**src/rtl/rto_pkg.sv**
```systemverilog
// Shared types for the reset time-out sequencer.
// Assumes oscillator mode codes 0..2 are crystal-type, everything else is not.
package rto_pkg;

    typedef enum logic [2:0] {
        SEQ_IDLE = 3'd0,   // waiting for the first power event
        SEQ_HOLD = 3'd1,   // event pulse still asserted
        SEQ_PWRT = 3'd2,   // power-up delay running
        SEQ_OST  = 3'd3,   // oscillator start-up delay running
        SEQ_DONE = 3'd4    // all delays expired
    } seq_state_t;

    localparam logic [2:0] LAST_CRYSTAL_MODE = 3'd2;

    function automatic logic is_crystal(input logic [2:0] mode);
        return mode <= LAST_CRYSTAL_MODE;
    endfunction

endpackage

```
**src/rtl/rto_sync2.sv**
```systemverilog
// Two-flop synchronizer for one asynchronous level.
// Assumes the input is a slow level; resets to 0 (reset asserted).
module rto_sync2 (
    input  logic clk,
    input  logic rst_n,
    input  logic d_i,
    output logic q_o
);
    logic meta_q;

    // Shift the raw level through two flops.
    always_ff @(posedge clk) begin
        if (!rst_n) begin
            meta_q <= 1'b0;
            q_o    <= 1'b0;
        end else begin
            meta_q <= d_i;
            q_o    <= meta_q;
        end
    end
endmodule

```
**src/rtl/rto_cycle_counter.sv**
```systemverilog
// Shared cycle counter for both delays.
// Assumes the controller clears it on every state change; it holds when not running.
module rto_cycle_counter #(
    parameter int WIDTH = 11
) (
    input  logic             clk,
    input  logic             rst_n,
    input  logic             clr_i,
    input  logic             run_i,
    output logic [WIDTH-1:0] count_o
);
    // Clear on request, otherwise count while a delay runs.
    always_ff @(posedge clk) begin
        if (!rst_n)     count_o <= '0;
        else if (clr_i) count_o <= '0;
        else if (run_i) count_o <= count_o + 1'b1;
    end
endmodule

```
**src/rtl/rto_seq_fsm.sv**
```systemverilog
// Sequencing state machine: chooses and orders the delays.
// Assumes PWRT_CYC and OST_CYC are at least 1 and the mode is stable during a sequence.
module rto_seq_fsm
    import rto_pkg::*;
#(
    parameter int PWRT_CYC = 4096,
    parameter int OST_CYC  = 1024,
    parameter int CW       = 13
) (
    input  logic          clk,
    input  logic          rst_n,
    input  logic          restart_i,
    input  logic          wake_i,
    input  logic          crystal_i,
    input  logic          pwrt_en_i,
    input  logic [CW-1:0] count_i,
    output logic          clr_o,
    output logic          run_o,
    output logic          done_o
);
    localparam logic [CW-1:0] PWRT_LAST = CW'(PWRT_CYC - 1);
    localparam logic [CW-1:0] OST_LAST  = CW'(OST_CYC - 1);

    seq_state_t state_q, state_d, first_step;
    logic       pwrt_last, ost_last;

    assign pwrt_last = (count_i == PWRT_LAST);
    assign ost_last  = (count_i == OST_LAST);

    // Pick the first delay once the event pulse has ended.
    always_comb begin
        if (pwrt_en_i)      first_step = SEQ_PWRT;
        else if (crystal_i) first_step = SEQ_OST;
        else                first_step = SEQ_DONE;
    end

    // Next-state rules; a power event always wins.
    always_comb begin
        state_d = state_q;
        if (restart_i) begin
            state_d = SEQ_HOLD;
        end else begin
            case (state_q)
                SEQ_IDLE: state_d = SEQ_IDLE;
                SEQ_HOLD: state_d = first_step;
                SEQ_PWRT: if (pwrt_last) state_d = crystal_i ? SEQ_OST : SEQ_DONE;
                SEQ_OST:  if (ost_last)  state_d = SEQ_DONE;
                SEQ_DONE: if (wake_i && crystal_i) state_d = SEQ_OST;
                default:  state_d = SEQ_IDLE;
            endcase
        end
    end

    // State register.
    always_ff @(posedge clk) begin
        if (!rst_n) state_q <= SEQ_IDLE;
        else        state_q <= state_d;
    end

    assign clr_o  = (state_d != state_q);
    assign run_o  = (state_q == SEQ_PWRT) || (state_q == SEQ_OST);
    assign done_o = (state_q == SEQ_DONE);

    // any power event blocks completion on the following edge.
    p_restart_blocks_r9: assert property (@(posedge clk) disable iff (!rst_n)
        restart_i |=> !done_o);

    // a wake outside crystal modes leaves the finished state alone.
    p_wake_ignored_r8: assert property (@(posedge clk) disable iff (!rst_n)
        (done_o && wake_i && !crystal_i && !restart_i) |=> done_o);

    // the power-up count never runs past its length.
    p_pwrt_bound_r2: assert property (@(posedge clk) disable iff (!rst_n)
        (state_q == SEQ_PWRT) |-> (count_i <= PWRT_LAST));

    // the start-up count never runs past its length.
    p_ost_bound_r7: assert property (@(posedge clk) disable iff (!rst_n)
        (state_q == SEQ_OST) |-> (count_i <= OST_LAST));

    // the start-up delay is only entered in a crystal mode.
    p_ost_crystal_r3: assert property (@(posedge clk) disable iff (!rst_n)
        (state_q == SEQ_OST && $past(state_q) != SEQ_OST) |-> $past(crystal_i));
endmodule

```
**src/rtl/reset_timeout_seq.sv**
```systemverilog
// Top: power-up reset time-out sequencer.
// Assumes pulses are synchronous to clk; only mclr_n_i is asynchronous.
module reset_timeout_seq #(
    parameter int PWRT_CYC = 4096,
    parameter int OST_CYC  = 1024
) (
    input  logic       clk,
    input  logic       rst_n,
    input  logic       por_pulse_i,
    input  logic       bor_pulse_i,
    input  logic       wake_i,
    input  logic       mclr_n_i,
    input  logic [2:0] osc_mode_i,
    input  logic       pwrt_en_i,
    output logic       core_rst_n_o,
    output logic       timeout_done_o
);
    localparam int MAX_CYC = (PWRT_CYC > OST_CYC) ? PWRT_CYC : OST_CYC;
    localparam int CW      = $clog2(MAX_CYC + 1);

    logic          mclr_sync;
    logic          clr, run;
    logic [CW-1:0] count;

    rto_sync2 u_mclr_sync (
        .clk   (clk),
        .rst_n (rst_n),
        .d_i   (mclr_n_i),
        .q_o   (mclr_sync)
    );

    rto_cycle_counter #(.WIDTH(CW)) u_counter (
        .clk     (clk),
        .rst_n   (rst_n),
        .clr_i   (clr),
        .run_i   (run),
        .count_o (count)
    );

    rto_seq_fsm #(.PWRT_CYC(PWRT_CYC), .OST_CYC(OST_CYC), .CW(CW)) u_fsm (
        .clk       (clk),
        .rst_n     (rst_n),
        .restart_i (por_pulse_i | bor_pulse_i),
        .wake_i    (wake_i),
        .crystal_i (rto_pkg::is_crystal(osc_mode_i)),
        .pwrt_en_i (pwrt_en_i),
        .count_i   (count),
        .clr_o     (clr),
        .run_o     (run),
        .done_o    (timeout_done_o)
    );

    assign core_rst_n_o = timeout_done_o & mclr_sync;

    // release needs the pin high two edges earlier.
    p_mclr_gate_r10: assert property (@(posedge clk) disable iff (!rst_n)
        core_rst_n_o |-> $past(mclr_n_i, 2));
endmodule

```
**config.mk**
```make
export PLATFORM = sky130hd
export DESIGN_NAME = reset_timeout_seq
export DESIGN_NICKNAME = d
export VERILOG_FILES = /design/src/rtl/rto_pkg.sv /design/src/rtl/rto_sync2.sv /design/src/rtl/rto_cycle_counter.sv /design/src/rtl/rto_seq_fsm.sv /design/src/rtl/reset_timeout_seq.sv
export SDC_FILE = /design/constraint.sdc
export NUM_CORES = 1
export LEC_CHECK = 0
export BUFFER_PORTS_ARGS = -buffer_cell sky130_fd_sc_hd__buf_2
export CAP_MARGIN = 10
export CORE_MARGIN = 3
export CORE_UTILIZATION = 55
export CTS_CLUSTER_SIZE = 40
export DETAILED_ROUTE_END_ITERATION = 12
export PLACE_DENSITY = 0.76
export SYNTH_ARGS = -nofsm -noshare
export SYNTH_HDL_FRONTEND = slang
export SYNTH_SLANG_ARGS = --single-unit
```
**constraint.sdc**
```tcl
create_clock -name clk -period 2.5 [get_ports clk]
set_input_delay 0.75 -clock clk [delete_from_list [all_inputs] [get_ports clk]]
set_output_delay 0.75 -clock clk [all_outputs]
set_load 0.02 [all_outputs]
```
==> summary.md, run 1 <==
| Metric | Value |
|---|---|
| Status | finished clean |
| CP top delay family | simple AND/OR/NAND/NOR gates |
| Largest net degree at the start of global routing | 13 |
| Buf/Inv on CP | 2 |
| Final min period | 2.36 ns |
| Core ar. | 1590 µm² |
| Root buffer cell | clkbuf_4 |
| # diodes | 0 |
| DIE WIDTH | 48.2 µm |
| Psw | 0.105 mW |
| DR DRC count | 0 |
| Syn Nets | 130 |
| Final nets | 147 |
| FMAX | 0.423 GHz |
| Initial drt markers | 14 |
| Worst Setup End Kind | primary output |
| Num rows | 14 |
| Max-cap violations | 0 |
| CTS H-Tree Depth | 1 |
| Clock latency on the worst-skew pair | 0.29 ns |
| Logic pwr share | 0.098 |
| HPWL Detailed | 1.62 mm |
| R2R depth | 8 |
| Io pins | 12 |
| Max rail drop VDD | 324 µV |
| Worst-path cell chain | or3b_2 > inv_1 > and2_1 > buf_2 |
| Total power | 0.473 mW |
| Layout cells sized above 1 | 0.194 |
| Initial Utilization | 0.614 |
| Seq/Total Area, Yosys | 0.368 |
| TritonRoute pass-1 iters | 4 |
| Commonest non-fill, non-tap cell in the layout | nor2_1 |
| Syn Std Cell Area | 978 µm² |
| Setup TNS | 0 ns |
| Number of I/O port buffers | 11 |
| Worst Path Max Fanout | 8 |
| Sw Ratio | 0.222 |
| Yosys reg bits | 18 |
| Total CTS buffers | 3 |
| Most frequent cells in the layout | 23 x nor2_1, 17 x dfxtp_1, 13 x nand2_1 |
| CTS max path bufs | 2 |
| Routability Congestion | 0.909 |
| DIE AREA | 2320 µm² |
| WHS Path Cells | 1 |
| Vias in the first global route | 814 |
| Crit path kind | flop to primary output |
| Gate Count Post-Synth | 119 |
| Slowest CP cell | or3b_2 |
| Crit Reg-Reg Endpoint | u_counter.count_o[9] |
| Clock power share | 0.283 |
| Final Hold Fails | 0 |
| RSZ-0062 raised after global routing | false |
| Nature of the critical path startpoint | flop |
| Worst hold endpoint | u_mclr_sync.q_o |
| Leakage power | 0.419 nW |
| Die span in y | 48.2 µm |
| Worst-margin pin slew | 0.642 ns |
| Total track usage | 0.201 |
| Routed Antenna Nets | 0 |
| Count of cell types in the netlist | 37 |
| Average cell area after synthesis | 8.22 µm² |
| Wire length of the first global-routing pass | 3.33 mm |
| Total grt overflow | 0 |
| Clk slew on worst S/H paths | 0.08 ns |
| WL final | 2.04 mm |
| Critical Path RT | 1.75 ns |
| Util after Layout | 0.706 |
| Hold_sp | u_mclr_sync.meta_q |
| Slew HR | 0.566 |
| TritonCTS clock tree | done |
| PD cells | 420 nW/µm² |
| Portion of total power attributed to sequential cells | 0.619 |
| R2R setup slack | 0.17 ns |
| Period Utilization, post-route | 0.945 |
| Hold bufs inserted after CTS | 0 |
| Int Pwr | 0.368 mW |
| Final setup viols | 0 |
| Via-to-Cell Ratio | 5.64 |
| Hold crit path type | flop to flop |
| CP Data Arrival Time | 1.61 ns |
| Routed length per instance | 12.9 µm |
| Crit path largest cell delay | 0.50 ns |
| Antenna violations before repair | 0 |
| Sink Count | 18 |
| Count of yosys warnings during synthesis | 0 |
| Clock Skew | 0.0108 ns |
| Reg2reg start | u_counter.count_o[1] |
| Routed via count | 891 |
| Area growth, synth to finish | 15.0% |
| Fill count | 136 |
| Max-slew violations | 0 |
[cells in the mapped netlist]
master / n / area, µm²
o211ai_1: 2 / 15.0
xnor2_1: 6 / 52.6
and2_1: 4 / 25.0
or4b_4: 1 / 13.8
nor3_1: 3 / 15.0
o311ai_0: 1 / 8.76
o21bai_1: 1 / 7.51
nor3b_1: 1 / 7.51
and3_1: 4 / 25.0
buf_2: 1 / 5.00
nand4_2: 2 / 25.0
mux2i_1: 1 / 10.0
o2bb2ai_1: 1 / 8.76
dfxtp_1: 18 / 360
a21oi_1: 2 / 10.0
nor2b_1: 1 / 6.26
o21ai_0: 2 / 10.0
buf_6: 1 / 11.3
a21o_1: 2 / 15.0
a21boi_0: 2 / 15.0
nand3_1: 1 / 5.00
nand2_1: 13 / 48.8
clkbuf_1: 1 / 3.75
nand4b_1: 1 / 8.76
a211o_1: 1 / 8.76
a211oi_1: 1 / 7.51
nand4_1: 5 / 31.3
o32a_1: 1 / 10.0
xor2_1: 6 / 52.6
o31ai_1: 1 / 7.51
or3b_2: 1 / 8.76
nor2_1: 23 / 86.3
or4b_2: 1 / 10.0
inv_1: 4 / 15.0
ha_1: 1 / 12.5
o2111ai_1: 1 / 8.76
nand2b_1: 1 / 6.26
[per-stage QoR]
step	hold WS (ns)	instance area [µm²]	cells	setup slack (ns)
detailed placement	0.434	1090	155	-0.0329
finish	0.448	1120	158	0.138
floorplan	0.412	978	119	0.204
global route	0.478	1120	158	0.00317
global placement	0.439	1090	155	0.0272
CTS	0.455	1110	158	0.0517
[power by group through the flow]
stage               registers, mW  clock network, mW  logic [mW]
floorplan                   0.297                  0      0.0282
global placement            0.299                  0      0.0426
detailed placement          0.299                  0      0.0441
CTS                         0.293              0.140      0.0443
global route                0.293              0.148      0.0504
finish                      0.293              0.134      0.0463
[layout make-up]
| class | instances | area [µm²] | share of cell area |
|---|---|---|---|
| Timing Repair Buffer | 15 | 97.6 | 0.0868 |
| Tap cell | 24 | 30.0 | 0.0267 |
| Inverter | 4 | 15.0 | 0.0133 |
| Sequential cell | 18 | 362 | 0.321 |
| Multi-Input combinational cell | 94 | 598 | 0.532 |
| Clock buffer | 3 | 22.5 | 0.0200 |
[logic make-up (layout without fill, tap and decap cells)]
| logic type | count (synthesis) | count (layout) | synth area share |
|---|---|---|---|
| adder cells (fa/ha/maj) | 1 | 1 | 0.0128 |
| flip-flops | 18 | 18 | 0.368 |
| AO/OA/AOI/OAI | 18 | 18 | 0.136 |
| AND/OR/NAND/NOR | 62 | 62 | 0.330 |
| multiplexers | 1 | 1 | 0.0102 |
| buffers and inverters | 7 | 22 | 0.0358 |
| XOR/XNOR | 12 | 12 | 0.107 |
[flip-flops by register name, indices dropped and copies added, names as in the netlist]
signal and cells:
u_mclr_sync.meta_q 1, u_counter.count_o 13, u_mclr_sync.q_o 1, u_fsm.state_q 3
[worst max path at each step]
stage / cells after the start / end / slack (ns) / startpoint
6_report: 4 / core_rst_n_o / 0.14 / u_fsm.state_q[2]
5_1_grt: 4 / core_rst_n_o / 0.003 / u_fsm.state_q[2]
4_1_cts: 8 / u_counter.count_o[9] / 0.05 / u_counter.count_o[0]
3_5_place_dp: 8 / u_counter.count_o[6] / -0.03 / pwrt_en_i
3_3_place_gp: 8 / u_counter.count_o[9] / 0.03 / pwrt_en_i
2_1_floorplan: 7 / u_counter.count_o[0] / 0.20 / pwrt_en_i
[repair_timing]
item / CTS / global route
setup endpoints to repair: 0 / 12
gates resized for setup: 0 / 4
setup buffers: 0 / 0
[metal layers]
layer,wire length [µm],track usage,vias to the layer above
li1,-,-,448
met5,0,0,-
met2,976,0.344,23
met4,20,0.0484,0
met3,91,0.0443,4
met1,947,0.254,416
Note: power is estimated with default switching activity, not from simulation.
==> run 2, diff against run 1 <==
MAX_ROUTING_LAYER = met4   (was not set)
==> summary.md, run 2 (same netlist as run 1, synthesis figures left out) <==
| Metric | Value |
|---|---|
| Largest net degree at the start of global routing | 13 (unchanged) |
| Number of I/O port buffers | 11 (unchanged) |
| Routed length per instance | 12.1 µm (was 12.9 µm) |
| Worst-margin pin slew | 0.651 ns (was 0.642 ns) |
| FMAX | 0.425 GHz (was 0.423 GHz) |
| Post-Route M1 WL | 968 µm (was 947 µm) |
| Reg2reg start | u_counter.count_o[1] (unchanged) |
| Io pins | 12 (unchanged) |
| HPWL Detailed | 1.51 mm (was 1.62 mm) |
| Clk slew on worst S/H paths | 0.10 ns (was 0.08 ns) |
| Max-slew violations | 0 (unchanged) |
| Core ar. | 1590 µm² (unchanged) |
| Total track usage | 0.199 (was 0.201) |
| Total CTS buffers | 3 (unchanged) |
| Hold crit path type | flop to flop (unchanged) |
| Final min period | 2.35 ns (was 2.36 ns) |
| Sink Count | 18 (unchanged) |
| Via-to-Cell Ratio | 5.44 (was 5.64) |
| Clock latency on the worst-skew pair | 0.29 ns (about the same) |
| Max-cap violations | 0 (unchanged) |
| DIE AREA | 2320 µm² (unchanged) |
| Hold slack | 0.448 ns (about the same) |
| Hold_sp | u_mclr_sync.meta_q (unchanged) |
| Leakage power | 0.435 nW (was 0.419 nW) |
| Setup repair bufs after CTS | 0 (unchanged) |
| Min setup slack post-route | 0.146 ns (was 0.138 ns) |
| Initial drt markers | 27 (was 14) |
| Layout cells sized above 1 | 0.206 (was 0.194) |
| WL final | 1.94 mm (was 2.04 mm) |
| Largest regs | u_counter.count_o: 13 flops, u_fsm.state_q: 3 flops (unchanged) |
| DR DRC count | 0 (unchanged) |
| Final setup viols | 0 (unchanged) |
| Max rail drop VDD | 307 µV (was 324 µV) |
| R2R setup slack | 0.16 ns (was 0.17 ns) |
| Total power | 0.515 mW (was 0.473 mW) |
| DIE WIDTH | 48.2 µm (unchanged) |
| Wire length of the first global-routing pass | 3.17 mm (was 3.33 mm) |
| Initial Utilization | 0.614 (unchanged) |
| Worst Setup End Kind | primary output (unchanged) |
| Clock Skew | 0.00410 ns (was 0.0108 ns) |
| Slew HR | 0.561 (was 0.566) |
| Total grt overflow | 0 (unchanged) |
| CTS max path bufs | 2 (unchanged) |
| Antenna violations before repair | 0 (unchanged) |
| Root buffer cell | clkbuf_4 (unchanged) |
| Worst setup path startpoint | u_fsm.state_q[0] (was u_fsm.state_q[2]) |
| Final Hold Fails | 0 (unchanged) |
| CP Data Arrival Time | 1.60 ns (was 1.61 ns) |
| Final nets | 148 (was 147) |
| Area growth, synth to finish | 17.0% (was 15.0%) |
| Critical Path RT | 1.75 ns (about the same) |
| Vias in the first global route | 728 (was 814) |
| PD cells | 450 nW/µm² (was 420 nW/µm²) |
| # diodes | 0 (unchanged) |
| Period Utilization, post-route | 0.942 (was 0.945) |
| Commonest non-fill, non-tap cell in the layout | nor2_1 (unchanged) |
| Reg with most FFs | u_counter.count_o (unchanged) |
| Most frequent cells in the layout | 23 x nor2_1, 16 x dfxtp_1, 13 x nand2_1 (was 23 x nor2_1, 17 x dfxtp_1, 13 x nand2_1) |
| Status | finished clean (unchanged) |
| Met3 Routed Length | 115 µm (was 91 µm) |
| Highest Signal Layer | met4 (unchanged) |
| Max reg flops | 13 (unchanged) |
| Nature of the critical path startpoint | flop (unchanged) |
| TritonRoute pass-1 iters | 4 (unchanged) |
| Die span in y | 48.2 µm (unchanged) |
| Worst Path Max Fanout | 10 (was 8) |
| Inst Count DP | 156 (was 155) |
| Crit path kind | flop to primary output (unchanged) |
| CTS H-Tree Depth | 1 (unchanged) |
| Met2 routed WL | 845 µm (was 976 µm) |
| Num rows | 14 (unchanged) |
| Routed Antenna Nets | 0 (unchanged) |
| Setup Slack @ Placement | -0.0234 ns (was -0.0329 ns) |
| TritonCTS clock tree | done (unchanged) |
| Routed via count | 871 (was 891) |
| Routability Congestion | 0.913 (was 0.909) |
| Non-filler cells, final | 160 (was 158) |
| RSZ-0062 raised after global routing | false (unchanged) |
==> run 2: cell type report <==
class	count	area, µm²
multi-input combinational	94	596
fill	134	449
sequential	18	363
timing repair buffer	16	105
clock buffer	4	36.3
tap	24	30.0
inverter	4	15.0
==> run 2: power breakdown <==
part	internal, mW	leakage, nW	switching, mW	total (mW)
clock	0.0887	0.0210	0.0880	0.177
combinational	0.0225	0.267	0.0227	0.0452
sequential	0.290	0.147	0.00356	0.293
total	0.401	0.435	0.114	0.515
==> run 2: timing repair <==
action / CTS / global route
hold buffers: 0 / 0
endpoints found under the setup margin: 0 / 14
resized for setup: 0 / 4
==> run 2: path summary, 6_finish.rpt <==
kind / end / cells past startpoint
max reg2reg: u_counter.count_o[8] / 8
min: u_mclr_sync.q_o / 1
max: core_rst_n_o / 4
min reg2reg: u_mclr_sync.q_o / 1
==> run 2: metrics by stage <==
step / setup TNS [ns] / area, µm² / utilization
final: 0 / 1140 / 0.718
after global routing: 0 / 1140 / 0.718
after CTS: 0 / 1130 / 0.709
after detailed placement: -0.101 / 1090 / 0.686
after global placement: 0 / 1090 / 0.686
after floorplan: 0 / 978 / -
==> run 2: routing by layer <==
layer,up-vias,GRT usage
li1,450,-
met1,393,0.288
met2,26,0.279
met3,2,0.0443
met4,0,0.0484
met5,-,-
==> run 2: worst max-delay path, cell delays in order, from the launching register on <==
cell     delay [ns]
dfxtp_1        0.41
or3b_2         0.52
inv_1          0.10
and2_1         0.12
buf_2          0.15
==> run 3, diff against run 2 <==
clock period = 2.65 ns   (was 2.5 ns; I/O delays follow)
==> summary.md, run 3 (same netlist as run 1, synthesis figures left out) <==
| Metric | Value |
|---|---|
| CTS max path bufs | 2 (unchanged) |
| Slew HR | 0.593 (was 0.561) |
| Fill count | 138 (was 134) |
| Core ar. | 1590 µm² (unchanged) |
| Area growth, synth to finish | 12.0% (was 17.0%) |
| Reg with most FFs | u_counter.count_o (unchanged) |
| FMAX | 0.416 GHz |
| RSZ-0062 raised after global routing | false (unchanged) |
| Max reg flops | 13 (unchanged) |
| Commonest non-fill, non-tap cell in the layout | nor2_1 (unchanged) |
| CTS H-Tree Depth | 1 (unchanged) |
| Final min period | 2.41 ns |
| Max-cap violations | 0 (unchanged) |
| Total grt overflow | 0 (unchanged) |
| DIE AREA | 2320 µm² (unchanged) |
| Layout cells sized above 1 | 0.172 (was 0.206) |
| Largest net degree at the start of global routing | 11 (was 13) |
| Clk slew on worst S/H paths | 0.09 ns (was 0.10 ns) |
| Reg2reg start | u_counter.count_o[0] (was u_counter.count_o[1]) |
| Num rows | 14 (unchanged) |
| Crit Reg-Reg Endpoint | u_counter.count_o[1] (was u_counter.count_o[8]) |
| R2R setup slack | 0.24 ns (was 0.16 ns) |
| Sink Count | 18 (unchanged) |
| Via-to-Cell Ratio | 5.58 (was 5.44) |
| Post-CTS Resized | 0 (unchanged) |
| Die span in y | 48.2 µm (unchanged) |
| TritonCTS clock tree | done (unchanged) |
| Clock Skew | 0.00272 ns (was 0.00410 ns) |
| Routed via count | 882 (was 871) |
| TritonRoute pass-1 iters | 4 (unchanged) |
| Setup repair bufs after CTS | 0 (unchanged) |
| Final setup viols | 0 (unchanged) |
| PD cells | 405 nW/µm² (was 450 nW/µm²) |
| Total CTS buffers | 3 (unchanged) |
| Number of I/O port buffers | 11 (unchanged) |
| Most frequent cells in the layout | 23 x nor2_1, 18 x dfxtp_1, 13 x nand2_1 (was 23 x nor2_1, 16 x dfxtp_1, 13 x nand2_1) |
| Routability Congestion | 0.878 (was 0.913) |
| Dpl cell area | 1070 µm² (was 1090 µm²) |
| Initial Utilization | 0.614 (unchanged) |
| Routed length per instance | 12.0 µm (was 12.1 µm) |
| CP Capture Point | u_counter.count_o[1] (was core_rst_n_o) |
| Wire length of the first global-routing pass | 3.24 mm (was 3.17 mm) |
| Io pins | 12 (unchanged) |
| Root buffer cell | clkbuf_4 (unchanged) |
| Hold bufs inserted after CTS | 0 (unchanged) |
| Leakage power | 0.414 nW (was 0.435 nW) |
| DR DRC count | 0 (unchanged) |
| R2R depth | 8 (unchanged) |
| Nature of the critical path startpoint | flop (unchanged) |
| Final Hold Fails | 0 (unchanged) |
| DIE WIDTH | 48.2 µm (unchanged) |
| Total power | 0.444 mW (was 0.515 mW) |
| Hold slack | 0.450 ns (was 0.448 ns) |
| WL final | 1.89 mm (was 1.94 mm) |
| HPWL Detailed | 1.49 mm (was 1.51 mm) |
| Max rail drop VDD | 320 µV (was 307 µV) |
| Antenna violations before repair | 0 (unchanged) |
| Setup TNS | 0 ns (unchanged) |
| Largest regs | u_counter.count_o: 13 flops, u_fsm.state_q: 3 flops (unchanged) |
| Worst setup path startpoint | u_counter.count_o[0] (was u_fsm.state_q[0]) |
| Critical Path RT | 2.87 ns (was 1.75 ns) |
| Initial drt markers | 28 (was 27) |
| Final nets | 147 (was 148) |
| Vias in the first global route | 794 (was 728) |
| Hold crit path type | flop to flop (unchanged) |
| Clock latency on the worst-skew pair | 0.28 ns (was 0.29 ns) |
| Worst Setup End Kind | flop (was primary output) |
| Max-slew violations | 0 (unchanged) |
| CP Data Arrival Time | 2.63 ns (was 1.60 ns) |
| Status | finished clean (unchanged) |
| Worst-margin pin slew | 0.604 ns (was 0.651 ns) |
| Final instance area | 1100 µm² (was 1140 µm²) |
| Routed Antenna Nets | 0 (unchanged) |
| Period Utilization, post-route | 0.908 |
| # diodes | 0 (unchanged) |
| Total track usage | 0.210 (was 0.199) |
| Worst Path Max Fanout | 6 (was 10) |
| Crit path kind | flop to flop (was flop to primary output) |
## run 3: changes by cell type in the layout (fill, tap and decap cells not counted), sizes merged
cell	before	now
buf	16	15
clkbuf	4	3
## run 3: routing by layer
layer  vias up  routed length [µm]  GRT usage
met4         0                  13     0.0968
met2        20                 873      0.328
li1        454                   -          -
met3         2                  92     0.0554
met5         -                   0          -
met1       406                 910      0.251
## run 3: how the worst min path moves through the flow
stage	slack (ns)	start	end	cells after the start
2_1_floorplan	0.41	u_mclr_sync.meta_q	u_mclr_sync.q_o	1
3_3_place_gp	0.44	u_mclr_sync.meta_q	u_mclr_sync.q_o	1
3_5_place_dp	0.43	u_mclr_sync.meta_q	u_mclr_sync.q_o	1
4_1_cts	0.46	u_mclr_sync.meta_q	u_mclr_sync.q_o	1
5_1_grt	0.47	u_mclr_sync.meta_q	u_mclr_sync.q_o	1
6_report	0.45	u_mclr_sync.meta_q	u_mclr_sync.q_o	1
## run 3: area by class of cell
class | instances | area [µm²] | area share
multi-input combinational | 94 | 583 | 0.532
sequential | 18 | 360 | 0.329
timing repair buffer | 15 | 85.1 | 0.0776
tap | 24 | 30.0 | 0.0274
clock buffer | 3 | 22.5 | 0.0205
inverter | 4 | 15.0 | 0.0137
## run 3: through the flow
step                instances  worst slack [ns]  utilization
floorplan                 119             0.309            -
global placement          155             0.153        0.673
detailed placement        155            0.0827        0.673
CTS                       158             0.233        0.688
global route              158             0.105        0.688
finish                    158             0.244        0.688
## run 3: critical path, cell delays in order, from the launching register on
cell and delay [ns]:
dfxtp_1 0.37, ha_1 0.20, nand4b_1 0.13, or4b_4 0.55, a211oi_1 0.40, mux2i_1 0.27
nand4_2 0.13, buf_4 0.18, a21oi_1 0.11
## run 3: where the power goes
group | internal, mW | leakage, nW | switching [mW]
clock | 0.0528 | 0.0138 | 0.0752
combinational | 0.0190 | 0.254 | 0.0202
sequential | 0.273 | 0.146 | 0.00342
